==> config.mk <==
export PLATFORM = sky130hd
export DESIGN_NAME = i2c_ptr_target
export DESIGN_NICKNAME = d
export VERILOG_FILES = /design/src/rtl/i2c_ptr_pkg.sv /design/src/rtl/i2c_ptr_sync.sv /design/src/rtl/i2c_ptr_cond.sv /design/src/rtl/i2c_ptr_engine.sv /design/src/rtl/i2c_ptr_target.sv
export SDC_FILE = /design/constraint.sdc
export NUM_CORES = 1
export LEC_CHECK = 0
export ABC_AREA = 1
export BUFFER_PORTS_ARGS = -buffer_cell sky130_fd_sc_hd__buf_2
export CAP_MARGIN = 20
export CORE_MARGIN = 10
export CORE_UTILIZATION = 60
export DETAILED_ROUTE_END_ITERATION = 6
export HOLD_SLACK_MARGIN = 0.12
export PLACE_DENSITY_LB_ADDON = 0.2
export SETUP_SLACK_MARGIN = 0.1
export SYNTH_ARGS = -nofsm -noshare
export SYNTH_HDL_FRONTEND = slang
export SYNTH_SLANG_ARGS = --single-unit
==> constraint.sdc <==
create_clock -name clk -period 3.15 [get_ports clk]
set_input_delay 0.4725 -clock clk [delete_from_list [all_inputs] [get_ports clk]]
set_output_delay 0.4725 -clock clk [all_outputs]
set_load 0.01 [all_outputs]
==> src/rtl/i2c_ptr_pkg.sv <==
package i2c_ptr_pkg;

   localparam int unsigned BYTE_W = 8;

   typedef enum logic [2:0] {
      PH_IDLE,
      PH_RX,
      PH_ACK,
      PH_TX,
      PH_SKIP
   } phase_e;

endpackage

==> src/rtl/i2c_ptr_sync.sv <==
module i2c_ptr_sync #(
   parameter int unsigned WIDTH  = 2,
   parameter int unsigned STAGES = 2
) (
   input  logic             clk,
   input  logic             rst_n,
   input  logic [WIDTH-1:0] d_i,
   output logic [WIDTH-1:0] q_o
);

   logic [WIDTH-1:0] stg [STAGES];

   for (genvar g = 0; g < STAGES; g++) begin : g_stage
      if (g == 0) begin : g_first
         always_ff @(posedge clk or negedge rst_n) begin
            if (!rst_n) stg[g] <= '1;
            else        stg[g] <= d_i;
         end
      end else begin : g_next
         always_ff @(posedge clk or negedge rst_n) begin
            if (!rst_n) stg[g] <= '1;
            else        stg[g] <= stg[g-1];
         end
      end
   end

   assign q_o = stg[STAGES-1];

endmodule

==> src/rtl/i2c_ptr_cond.sv <==
module i2c_ptr_cond (
   input  logic clk,
   input  logic rst_n,
   input  logic scl_s,
   input  logic sda_s,
   output logic scl_rise,
   output logic scl_fall,
   output logic start_p,
   output logic stop_p
);

   logic scl_p, sda_p;

   always_ff @(posedge clk or negedge rst_n) begin
      if (!rst_n) begin
         scl_p <= 1'b1;
         sda_p <= 1'b1;
      end else begin
         scl_p <= scl_s;
         sda_p <= sda_s;
      end
   end

   assign scl_rise = scl_s & ~scl_p;
   assign scl_fall = ~scl_s & scl_p;
   assign start_p  = scl_s & scl_p & sda_p & ~sda_s;
   assign stop_p   = scl_s & scl_p & ~sda_p & sda_s;

endmodule

==> src/rtl/i2c_ptr_engine.sv <==
module i2c_ptr_engine
   import i2c_ptr_pkg::*;
#(
   parameter logic [4:0]  DEV_HI = 5'b01011,
   parameter int unsigned REG_AW = 8
) (
   input  logic              clk,
   input  logic              rst_n,
   input  logic              scl_rise,
   input  logic              scl_fall,
   input  logic              start_p,
   input  logic              stop_p,
   input  logic              sda_s,
   input  logic [1:0]        pin_a,
   input  logic [BYTE_W-1:0] rf_rdata,
   output logic              sda_oe,
   output logic [REG_AW-1:0] ptr,
   output logic [BYTE_W-1:0] rf_wdata,
   output logic              rf_we,
   output logic              matched
);

   localparam int unsigned CNT_W = $clog2(BYTE_W + 1);
   localparam logic [CNT_W-1:0] FULL = CNT_W'(BYTE_W);
   localparam logic [CNT_W-1:0] LAST = CNT_W'(BYTE_W - 1);

   phase_e            ph_q;
   logic [BYTE_W-1:0] sh_q;
   logic [CNT_W-1:0]  bit_q;
   logic [1:0]        idx_q;
   logic              rd_q;
   logic              take_byte;

   // idx 0: address byte, 1: pointer byte, 2: data byte, 3: surplus
   always_comb begin
      unique case (idx_q)
         2'd0:    take_byte = (sh_q[7:1] == {DEV_HI, pin_a});
         2'd1:    take_byte = ~rd_q;
         2'd2:    take_byte = ~rd_q;
         default: take_byte = 1'b0;
      endcase
   end

   always_ff @(posedge clk or negedge rst_n) begin
      if (!rst_n) begin
         ph_q    <= PH_IDLE;
         sh_q    <= '0;
         bit_q   <= '0;
         idx_q   <= '0;
         rd_q    <= 1'b0;
         sda_oe  <= 1'b0;
         ptr     <= '0;
         rf_we   <= 1'b0;
         matched <= 1'b0;
      end else begin
         rf_we <= 1'b0;
         if (start_p) begin
            ph_q    <= PH_RX;
            bit_q   <= '0;
            idx_q   <= '0;
            sda_oe  <= 1'b0;
            matched <= 1'b0;
         end else if (stop_p) begin
            ph_q    <= PH_IDLE;
            sda_oe  <= 1'b0;
            matched <= 1'b0;
         end else begin
            unique case (ph_q)
               PH_RX: begin
                  if (scl_rise && bit_q != FULL) begin
                     sh_q  <= {sh_q[BYTE_W-2:0], sda_s};
                     bit_q <= bit_q + 1'b1;
                  end else if (scl_fall && bit_q == FULL) begin
                     if (take_byte) begin
                        ph_q   <= PH_ACK;
                        sda_oe <= 1'b1;
                        idx_q  <= (idx_q == 2'd3) ? idx_q : idx_q + 2'd1;
                        if (idx_q == 2'd0) begin
                           rd_q    <= sh_q[0];
                           matched <= 1'b1;
                        end
                        if (idx_q == 2'd1) ptr   <= sh_q[REG_AW-1:0];
                        if (idx_q == 2'd2) rf_we <= 1'b1;
                     end else begin
                        ph_q <= PH_SKIP;
                     end
                  end
               end
               PH_ACK: begin
                  if (scl_fall) begin
                     bit_q <= '0;
                     if (rd_q) begin
                        ph_q   <= PH_TX;
                        sh_q   <= rf_rdata;
                        sda_oe <= ~rf_rdata[BYTE_W-1];
                     end else begin
                        ph_q   <= PH_RX;
                        sda_oe <= 1'b0;
                     end
                  end
               end
               PH_TX: begin
                  if (scl_fall) begin
                     if (bit_q == LAST) begin
                        ph_q   <= PH_SKIP;
                        sda_oe <= 1'b0;
                     end else begin
                        sh_q   <= {sh_q[BYTE_W-2:0], 1'b0};
                        sda_oe <= ~sh_q[BYTE_W-2];
                        bit_q  <= bit_q + 1'b1;
                     end
                  end
               end
               default: ;
            endcase
         end
      end
   end

   assign rf_wdata = sh_q;

endmodule

==> src/rtl/i2c_ptr_target.sv <==
module i2c_ptr_target
   import i2c_ptr_pkg::*;
#(
   parameter logic [4:0]  DEV_HI      = 5'b01011,
   parameter int unsigned REG_AW      = 8,
   parameter int unsigned SYNC_STAGES = 2
) (
   input  logic              clk,
   input  logic              rst_n,
   input  logic              scl_i,
   input  logic              sda_i,
   output logic              sda_oe,
   input  logic [1:0]        pin_a,
   output logic [REG_AW-1:0] rf_addr,
   output logic [7:0]        rf_wdata,
   output logic              rf_we,
   input  logic [7:0]        rf_rdata
);

   if (REG_AW < 1 || REG_AW > BYTE_W) begin : g_bad_aw
      $error("i2c_ptr_target: REG_AW must lie in 1..8");
   end
   if (SYNC_STAGES < 2) begin : g_bad_sync
      $error("i2c_ptr_target: SYNC_STAGES must be at least 2");
   end

   logic       scl_s, sda_s;
   logic       scl_rise, scl_fall, start_p, stop_p;
   logic       matched;
   logic [1:0] line_q;

   i2c_ptr_sync #(.WIDTH(2), .STAGES(SYNC_STAGES)) u_sync (
      .clk   (clk),
      .rst_n (rst_n),
      .d_i   ({scl_i, sda_i}),
      .q_o   (line_q)
   );

   assign scl_s = line_q[1];
   assign sda_s = line_q[0];

   i2c_ptr_cond u_cond (
      .clk      (clk),
      .rst_n    (rst_n),
      .scl_s    (scl_s),
      .sda_s    (sda_s),
      .scl_rise (scl_rise),
      .scl_fall (scl_fall),
      .start_p  (start_p),
      .stop_p   (stop_p)
   );

   i2c_ptr_engine #(.DEV_HI(DEV_HI), .REG_AW(REG_AW)) u_eng (
      .clk      (clk),
      .rst_n    (rst_n),
      .scl_rise (scl_rise),
      .scl_fall (scl_fall),
      .start_p  (start_p),
      .stop_p   (stop_p),
      .sda_s    (sda_s),
      .pin_a    (pin_a),
      .rf_rdata (rf_rdata),
      .sda_oe   (sda_oe),
      .ptr      (rf_addr),
      .rf_wdata (rf_wdata),
      .rf_we    (rf_we),
      .matched  (matched)
   );

endmodule

# After elaboration in Yosys (flattened, before gate mapping)

Index checks and enable logic that the tools add are counted.

Input bits: 14
Flip-flop bits (word level): 34
Logic and storage cells: 124
Output and inout bits: 18

Bitwise operators: 17
Eq/ne operators: 28
Reductions and logical operators: 17
$add $sub $neg: 2
Multiplexer cells: 48

Operator list:

| kind                  | count |
|---|---|
| $mux W8               | 5 |
| $mux W3               | 8 |
| $mux W4               | 6 |
| $pmux W8 S3           | 1 |
| $reduce_and A6 Y1     | 4 |
| $ne A4 B3 Y1 const B  | 5 |
| $mux W1               | 16 |
| $mux W2               | 8 |
| $reduce_and A7 Y1     | 2 |
| $pmux W4 S3           | 1 |
| $not A1 Y1            | 10 |
| $ne A3 B2 Y1 const B  | 3 |
| $pmux W3 S3           | 1 |
| $ne A2 B1 Y1 const B  | 4 |
| $ne A2 B2 Y1 const B  | 4 |
| $ne A4 B4 Y1 const B  | 2 |
| $reduce_and A8 Y1     | 1 |
| $and A1 B1 Y1         | 7 |
| $eq A7 B6 Y1          | 1 |
| $eq A3 B2 Y1 const B  | 2 |
| $reduce_bool A2 Y1    | 3 |
| $reduce_bool A5 Y1    | 1 |
| $add A4 B1 Y4 const B | 1 |
| $eq A2 B2 Y1 const B  | 2 |
| 13 further kinds      | 14 |

# Depth between registers and ports, before layout

Gate-level depths: netlist of run 1.

Depth in word-level cells: 9
Depth in mapped cells: 11
Depth with buffers taken out: 11

# Hierarchy

A second synthesis of run 1 with hierarchy kept.

Cells, all modules: 243
Area total of the unflattened synthesis: 1975.6 um^2

By module, submodules not included:

| module         | area each (um^2) | cells each | sequential area each (um^2) | instances |
|---|---|---|---|---|
| i2c_ptr_engine | 1761.7           | 224        | 725.7                       | 1 |
| i2c_ptr_sync   | 120.1            | 6          | 105.1                       | 1 |
| i2c_ptr_cond   | 93.8             | 13         | 52.6                        | 1 |

# Worst setup path after synthesis of run 1

Ideal clock, no wire load.

Path type: reg-to-reg
From: register u_eng.bit_q[0]
To: register u_eng.ptr[0]
Clock period less this slack: 1.521 ns
Library setup time: 0.117 ns
Cell stages (with the launch flop): 10
Setup slack: 1.629 ns
Buffers on the path: 0
Data arrival time: 1.404 ns
Cells stage by stage: dfrtp_1 -> inv_1 -> ha_1 -> nand3_1 -> nor2_1 -> inv_1 -> nor2_2 -> nand3_2 -> nand2_1 -> nand2_1

Cells in the longest elaborated chain, start to end: 4
Elaborated cells between the ends (all ways): 6
Classes of those cells: eq/ne (2); bitwise (1); reduce/logical (3)

RTL lines:

| item                            | RTL line              | source |
|---|---|---|
| from (decl)                     | i2c_ptr_engine.sv:29  | `logic [CNT_W-1:0] bit_q;` |
| from (signal assigned)          | i2c_ptr_engine.sv:72  | `bit_q <= bit_q + 1'b1;` |
| from (signal assigned)          | i2c_ptr_engine.sv:110 | `bit_q <= bit_q + 1'b1;` |
| $ne A4 B4 Y1                    | i2c_ptr_engine.sv:70  | `if (scl_rise && bit_q != FULL) begin` |
| $logic_and A1 B1 Y1             | i2c_ptr_engine.sv:70  |  |
| $not A1 Y1 (no line)            | --                    |  |
| $reduce_and A7 Y1 (no line) (*) | --                    |  |
| to (signal assigned)            | i2c_ptr_engine.sv:82  | `if (idx_q == 2'd1) ptr <= sh_q[REG_AW-1:0];` |
| to (decl)                       | i2c_ptr_engine.sv:17  | `output logic [REG_AW-1:0] ptr,` |

Mark *: on every way between the ends. The rest lies on a longest branch, timed or not.
A chain may end at the register's enable or synchronous reset.

# Worst setup path in the final report of run 1

From: register u_eng.idx_q[0]
To: register u_eng.ptr[6]

Cells in the longest elaborated chain, start to end: 4
Elaborated cells between the ends (all ways): 6
Classes of those cells: eq/ne (2); mux (1); reduce/logical (3)

RTL lines:

| item                                                | RTL line                                   | source |
|---|---|---|
| from (decl)                                         | i2c_ptr_engine.sv:30                       | `logic [1:0] idx_q;` |
| from (signal assigned)                              | i2c_ptr_engine.sv:77                       | `idx_q <= (idx_q == 2'd3) ? idx_q : idx_q + 2'd1;` |
| $eq A2 B2 Y1 / $eq A2 B1 Y1 (equally long branches) | i2c_ptr_engine.sv:36, i2c_ptr_engine.sv:82 |  |
| $reduce_or A2 Y1 (no line)                          | --                                         |  |
| $pmux W1 S2                                         | i2c_ptr_engine.sv:36                       | `unique case (idx_q)` |
| $reduce_and A7 Y1 (no line) (*)                     | --                                         |  |

Marked as above.

==> key figures, run 1 <==
Outcome
  – Status: completed

STA
  – Setup Skew: 16.3 ps
  – Final WS setup: 1250 ps
  – Fin Setup TNS: 0 ps
  – Minimum clock period: 1900 ps
  – Hold Fails Final Rpt: 0
  – Final setup vio count: 0
  – Slew at the pin closest to its max-slew limit: 715 ps
  – Final Max Slew Viols: 0
  – Unrepaired setup endpoints after global routing: false
  – Fin crit share: 60.5%
  – Fmax: 525 MHz
  – Worst hold slack: 176 ps
  – Slew HR: 52.4%

Die
  – IO Count: 32
  – DIE HEIGHT: 77.4 um
  – Initial Util: 63.8%
  – FP Rows: 20
  – Die footprint: 6000 um^2
  – Die X: 77.4 um
  – Core Area: 3100 um^2

Yosys
  – Ys flop type: dfrtp_1
  – Cells after Synth: 237
  – EDFF count, synth: 0
  – Warnings from Yosys: 0
  – Mean Syn Cell Area: 8.35 um^2
  – Top cell type's share of synthesized area: 35.4%
  – FF+latch count, synth: 34
  – Post-synth ARST share: 100%
  – Count leader, synth: nand2_1
  – Sequential area share after synthesis: 43.4%
  – Synth cell count leaders: 74 x nand2_1, 28 x dfrtp_1, 26 x inv_1
  – Leading area contributor after synthesis: dfrtp_1
  – Largest cells by area after synthesis: dfrtp_1 35%, nand2_1 14%, dfstp_2 8.0%
  – Syn_nets: 258
  – Post-Synthesis Cell Area: 1980 um^2
  – Synth cell types: 30

Final layout
  – N_diodes: 0
  – Layout fillers: 275
  – Layout area overhead: 11.3%
  – Final core utilization: 71.0%
  – Layout Nets: 293
  – Share of post-route cells with drive strength above 1: 27.5%

Setup path
  – Worst Path Max Fanout: 12
  – Worst setup path startpoint: u_eng.idx_q[0]$_DFFE_PN0P_
  – Critical Path RT: 3380 ps
  – Crit end category: register
  – Crit Path Class: register to register
  – Reg2reg start: u_eng.idx_q[0]$_DFFE_PN0P_
  – Critical path launch point type: register
  – CP arrival: 2140 ps

Clock network
  – TritonCTS Buffers: 5
  – Worst skew pair latency: 330 ps
  – Post-CTS sizing: 0
  – # Post-CTS Setup Buffers: 0
  – Clk sinks: 34
  – Root buffer cell: clkbuf_4
  – CTS tree: done
  – Clock tree buffer depth: 2
  – CTS HTree Levels: 2
  – Hold buffer count at CTS: 0
  – Reg clk slew, reported paths: 100 ps

Global routing
  – Initial antenna violation count: 0
  – Largest net degree at the start of global routing: 35
  – Remaining Overflow, GRT: 0
  – Vias in the first global route: 1526
  – First-pass GRT wire length: 7.02 mm
  – Total global-route track usage: 14.0%

Run
  – Maxcap violations: 0

Placement
  – Post-DP HPWL: 3.13 mm
  – Count of input and output buffers: 31
  – Post-Place Setup Slack: 1250 ps
  – GP Congestion: 0.901

Worst hold path
  – HP Class: primary input to asynchronous set/reset pin

Routing
  – DR iter-0 viols: 147
  – DR vias: 1596
  – Final antenna-violating net count: 0
  – Total Routed Length: 4.05 mm
  – Wire per inst: 12.8 um
  – Post-route DRC: 0
  – Vias/cell: 5.03
  – DRT Pass-1 Iters: 4

Pwr
  – Worst vdd ir: 0.397 mV
  – Leak: 0.00117 uW
  – Power density over the cells: 678 nW/um^2
-- registers in the layout (all words and copies together) (netlist names) --
| register | cells |
|---|---|
| u_sync.stg | 2 |
| u_cond.sda_p | 1 |
| u_eng.bit_q | 4 |
| u_sync.q_o | 2 |
| u_eng.rd_q | 1 |
| u_eng.ptr | 8 |
| u_cond.scl_p | 1 |
| u_eng.rf_we | 1 |
| u_eng.rf_wdata | 8 |
| u_eng.sda_oe | 1 |
| u_eng.ph_q | 3 |
| u_eng.idx_q | 2 |
-- worst paths after layout --
path                                               to  slack (ps)  cells after the start
hold / removal               u_eng.sda_oe$_DFFE_PN0P_         180                      1
hold reg to reg               u_sync.q_o[0]$_DFF_PN1_         350                      0
min in group clk              u_sync.stg[3]$_DFF_PN1_         240                      1
max in group asynchronous  u_eng.bit_q[3]$_DFFE_PN0P_        2490                      1
setup / recovery             u_eng.ptr[6]$_DFFE_PN0P_        1250                     11
setup reg to reg             u_eng.ptr[6]$_DFFE_PN0P_        1250                     11
-- worst max-delay path: stages (launching register included) --
cell and delay, ps:
dfrtp_1 460, inv_1 110, ha_1 180, nand2_1 50
nor2_1 100, nand2_1 60, nand2_1 70, nand2_1 100
inv_1 270, nand3_2 220, nand2_1 120, nand2_1 60
-- per-stage QoR --
step	cell area [um^2]	total power [uW]	cells
after global placement	2150	1260	309
after global routing	2200	1630	317
final	2200	1490	317
after detailed placement	2150	1280	309
after floorplan	1980	1120	237
after CTS	2200	1510	317
-- report_power, final --
part / leakage [uW] / internal (uW) / total [uW] / switching (uW)
sequential: 0.000435 / 532 / 659 / 126
combinational: 0.000714 / 230 / 608 / 379
clock: 0.0000265 / 88.9 / 225 / 136
total: 0.00117 / 851 / 1490 / 641
-- area by class of cell --
type	instances	area (um^2)	share of cell area (%)
multi-input cells	169	963	43.8
clock buffers	8	48.8	2.22
well taps	44	55.1	2.50
repair buffers	31	155	7.05
inverters	31	121	5.51
flip-flops and latches	34	858	39.0
-- kinds of logic after synthesis --
kind of cell | Yosys count | share of synthesized area (%)
simple gates | 132 | 33.8
buf+inv | 34 | 7.96
flops | 34 | 43.4
compound gates | 25 | 8.03
fa+ha+maj | 7 | 4.42
mux | 4 | 2.02
xor+xnor | 1 | 0.443
-- layer usage --
layer  track usage (%)  vias up  share of wire [%]
met1              17.9      724                 47
met5                 0        -                  0
li1                  -      831                  -
met3              5.53        2                7.0
met2              21.1       39                 45
met4              4.38        0               0.54
-- cells in the final DEF, fill, tap and decap left out --
cell,instances
nand3_1,8
clkbuf_1,3
buf_2,31
o21ai_1,3
nor2_1,16
a22oi_1,1
nand4_1,12
mux2i_1,4
o21ai_0,12
or2_2,1
inv_2,3
nor2_8,1
o21ai_2,8
ha_1,7
nand3b_1,1
a31oi_1,1
nand2_2,6
nor3_1,1
inv_1,26
xor2_1,1
nor2_4,4
inv_4,2
dfrtp_1,28
clkbuf_4,5
dfstp_2,6
nand3_2,3
nand2_1,74
nor3_4,1
nand3_4,2
nor2_2,2
Note: power is estimated with default switching activity, not from simulation.
==> run 2, diff against run 1 <==
--- a/config.mk
+++ b/config.mk
@@ -9,7 +9,7 @@
 export BUFFER_PORTS_ARGS = -buffer_cell sky130_fd_sc_hd__buf_2
 export CAP_MARGIN = 20
 export CORE_MARGIN = 10
-export CORE_UTILIZATION = 60
+export CORE_UTILIZATION = 56
 export DETAILED_ROUTE_END_ITERATION = 6
 export HOLD_SLACK_MARGIN = 0.12
 export PLACE_DENSITY_LB_ADDON = 0.2
==> constraint.sdc (replaced) <==
create_clock -name clk -period 1.9 [get_ports clk]
set_input_delay 0.285 -clock clk [delete_from_list [all_inputs] [get_ports clk]]
set_output_delay 0.285 -clock clk [all_outputs]
set_load 0.01 [all_outputs]
==> key figures, run 2 (synthesized netlist as in run 1, its figures left out) <==
Outcome
  – Status: completed

Final layout
  – Layout area overhead: 17.9%
  – Layout fillers: 319 (+16%)
  – Layout Nets: 305 (+4.1%)
  – Commonest cells after routing, fill and taps aside: 73 x nand2_1, 31 x buf_2, 27 x dfrtp_1
  – Most common cell after layout, fill and taps aside: nand2_1
  – N_diodes: 0 (unchanged)
  – Final core utilization: 69.4% (-1.6 points)
  – Share of post-route cells with drive strength above 1: 31.6% (+4.1 points)

Placement
  – Post-DP HPWL: 3.23 mm (+3.2%)
  – Count of input and output buffers: 31 (unchanged)
  – GP Congestion: 0.835 (-7.4%)

STA
  – Minimum clock period: 1670 ps (-236 ps)
  – Final Max Slew Viols: 0 (unchanged)
  – Hold Fails Final Rpt: 0 (unchanged)
  – Slew HR: 51.3% (-1.0 points)
  – Fin Setup TNS: 0 ps (unchanged)
  – Final setup vio count: 0 (unchanged)
  – Fin crit share: 87.8% (+27 points)
  – Fmax: 599 MHz (+14%)
  – Unrepaired setup endpoints after global routing: true
  – Setup Skew: 17.3 ps (+0.980 ps)
  – Slew at the pin closest to its max-slew limit: 730 ps (+15.5 ps)

Die
  – Die footprint: 6310 um^2 (+5.3%)
  – Core Area: 3360 um^2 (+8.4%)
  – IO Count: 32 (unchanged)
  – FP Rows: 21 (+5.0%)
  – Die X: 79.5 um (+2.6%)
  – Initial Util: 58.9% (-4.9 points)
  – DIE HEIGHT: 79.5 um (+2.6%)

Pwr
  – Total power: 2600 uW (+74%)
  – Power density over the cells: 1120 nW/um^2 (+65%)
  – Worst vdd ir: 0.724 mV (+82%)
  – Leak: 0.00123 uW (+5.0%)

Routing
  – Post-route DRC: 0 (unchanged)
  – Total Routed Length: 4.37 mm (+7.8%)
  – DR iter-0 viols: 124 (-16%)
  – Vias/cell: 5.14 (+2.0%)
  – Wire per inst: 13.2 um (+3.3%)
  – DR vias: 1700 (+6.5%)
  – Final antenna-violating net count: 0 (unchanged)
  – DRT Pass-1 Iters: 4 (unchanged)

Global routing
  – Remaining Overflow, GRT: 0 (unchanged)
  – First-pass GRT wire length: 7.29 mm (+3.7%)
  – Vias in the first global route: 1583 (+3.7%)
  – Initial antenna violation count: 0 (unchanged)
  – Total global-route track usage: 14.3% (+0.29 points)
  – Largest net degree at the start of global routing: 35 (unchanged)

Setup path
  – Critical path launch point type: register
  – CP arrival: 1900 ps (-240 ps)
  – Critical Path RT: 2140 ps (-1240 ps)
  – FF-to-FF path depth: 9 (-2)
  – Crit end category: register
  – Reg2reg start: u_eng.bit_q[0]$_DFFE_PN0P_
  – Crit Path Class: register to register
  – Reg2reg end: u_eng.idx_q[1]$_DFFE_PN0P_
  – Worst Path Max Fanout: 4 (-8)
  – Flop-to-flop setup slack: 230 ps (-1010 ps)

Run
  – Maxcap violations: 0 (unchanged)

Clock network
  – Root buffer cell: clkbuf_4
  – Clock tree buffer depth: 2 (unchanged)
  – CTS tree: done
  – Reg clk slew, reported paths: 110 ps (about the same)
  – Worst skew pair latency: 350 ps (+20 ps)
  – CTS HTree Levels: 2 (unchanged)
  – Clk sinks: 34 (unchanged)
  – TritonCTS Buffers: 5 (unchanged)

Worst hold path
  – HP Class: primary input to register
  – Hold endpoint: u_eng.rf_wdata[6]$_DFFE_PN0P_
  – Hold path start: rf_rdata[6]
  – Hold Path Stages: 3
-- run 2: worst max-delay path, cell delays in order (launching register included) --
cell and delay (ps):
dfrtp_1 420, inv_1 90, ha_1 140, nand3_1 110
nor2_1 180, inv_1 150, nor2_1 160, nand4_1 160
nand3_1 110, nand2_1 60
-- run 2: repair_timing --
item                                   4_1_cts  5_1_grt
gates resized for setup                      0        7
hold buffers                                 3        0
setup buffers                                0        3
endpoints found under the hold margin       30        0
setup endpoints to repair                    0       14
-- run 2: metrics by stage --
step,hold WS (ps),setup slack [ps],cells,instance area (um^2)
floorplan,-10.6,379,237,1980
global placement,347,187,316,2190
detailed placement,349,163,316,2190
CTS,204,138,327,2270
global route,218,59.0,331,2330
finish,207,231,331,2330
-- run 2: final cells by class --
| type | count | area (um^2) | share of cell area [%] |
|---|---|---|---|
| timing repair buffer | 42 | 245 | 10.5 |
| clock buffer | 6 | 41.3 | 1.77 |
| tap | 46 | 57.6 | 2.47 |
| inverter | 31 | 121 | 5.20 |
| clock inverter | 2 | 10.0 | 0.429 |
| sequential | 34 | 860 | 36.8 |
| multi-input combinational | 170 | 998 | 42.8 |
-- run 2: power breakdown --
part / switching (uW) / internal, uW
Sequential: 196 / 884
Clock: 243 / 141
Combinational: 694 / 445
Total: 1130 / 1470
-- run 2: worst max path at each step --
stage | from | end | depth (start not counted)
global route | u_eng.bit_q[0]$_DFFE_PN0P_ | u_eng.ptr[5]$_DFFE_PN0P_ | 9
global placement | u_eng.idx_q[0]$_DFFE_PN0P_ | u_eng.ptr[2]$_DFFE_PN0P_ | 11
CTS | u_eng.idx_q[0]$_DFFE_PN0P_ | u_eng.ptr[6]$_DFFE_PN0P_ | 11
finish | u_eng.bit_q[0]$_DFFE_PN0P_ | u_eng.idx_q[1]$_DFFE_PN0P_ | 9
detailed placement | u_eng.idx_q[0]$_DFFE_PN0P_ | u_eng.ptr[6]$_DFFE_PN0P_ | 11
floorplan | u_eng.bit_q[0]$_DFFE_PN0P_ | u_eng.ptr[0]$_DFFE_PN0P_ | 9
-- run 2: routing by layer --
| layer | up-vias | share of wire (%) | track usage [%] |
|---|---|---|---|
| met3 | 2 | 5.1 | 5.07 |
| met5 | - | 0 | 0 |
| met4 | 0 | 0.41 | 5.02 |
| li1 | 859 | - | - |
| met1 | 810 | 45 | 17.8 |
| met2 | 29 | 50 | 22.2 |
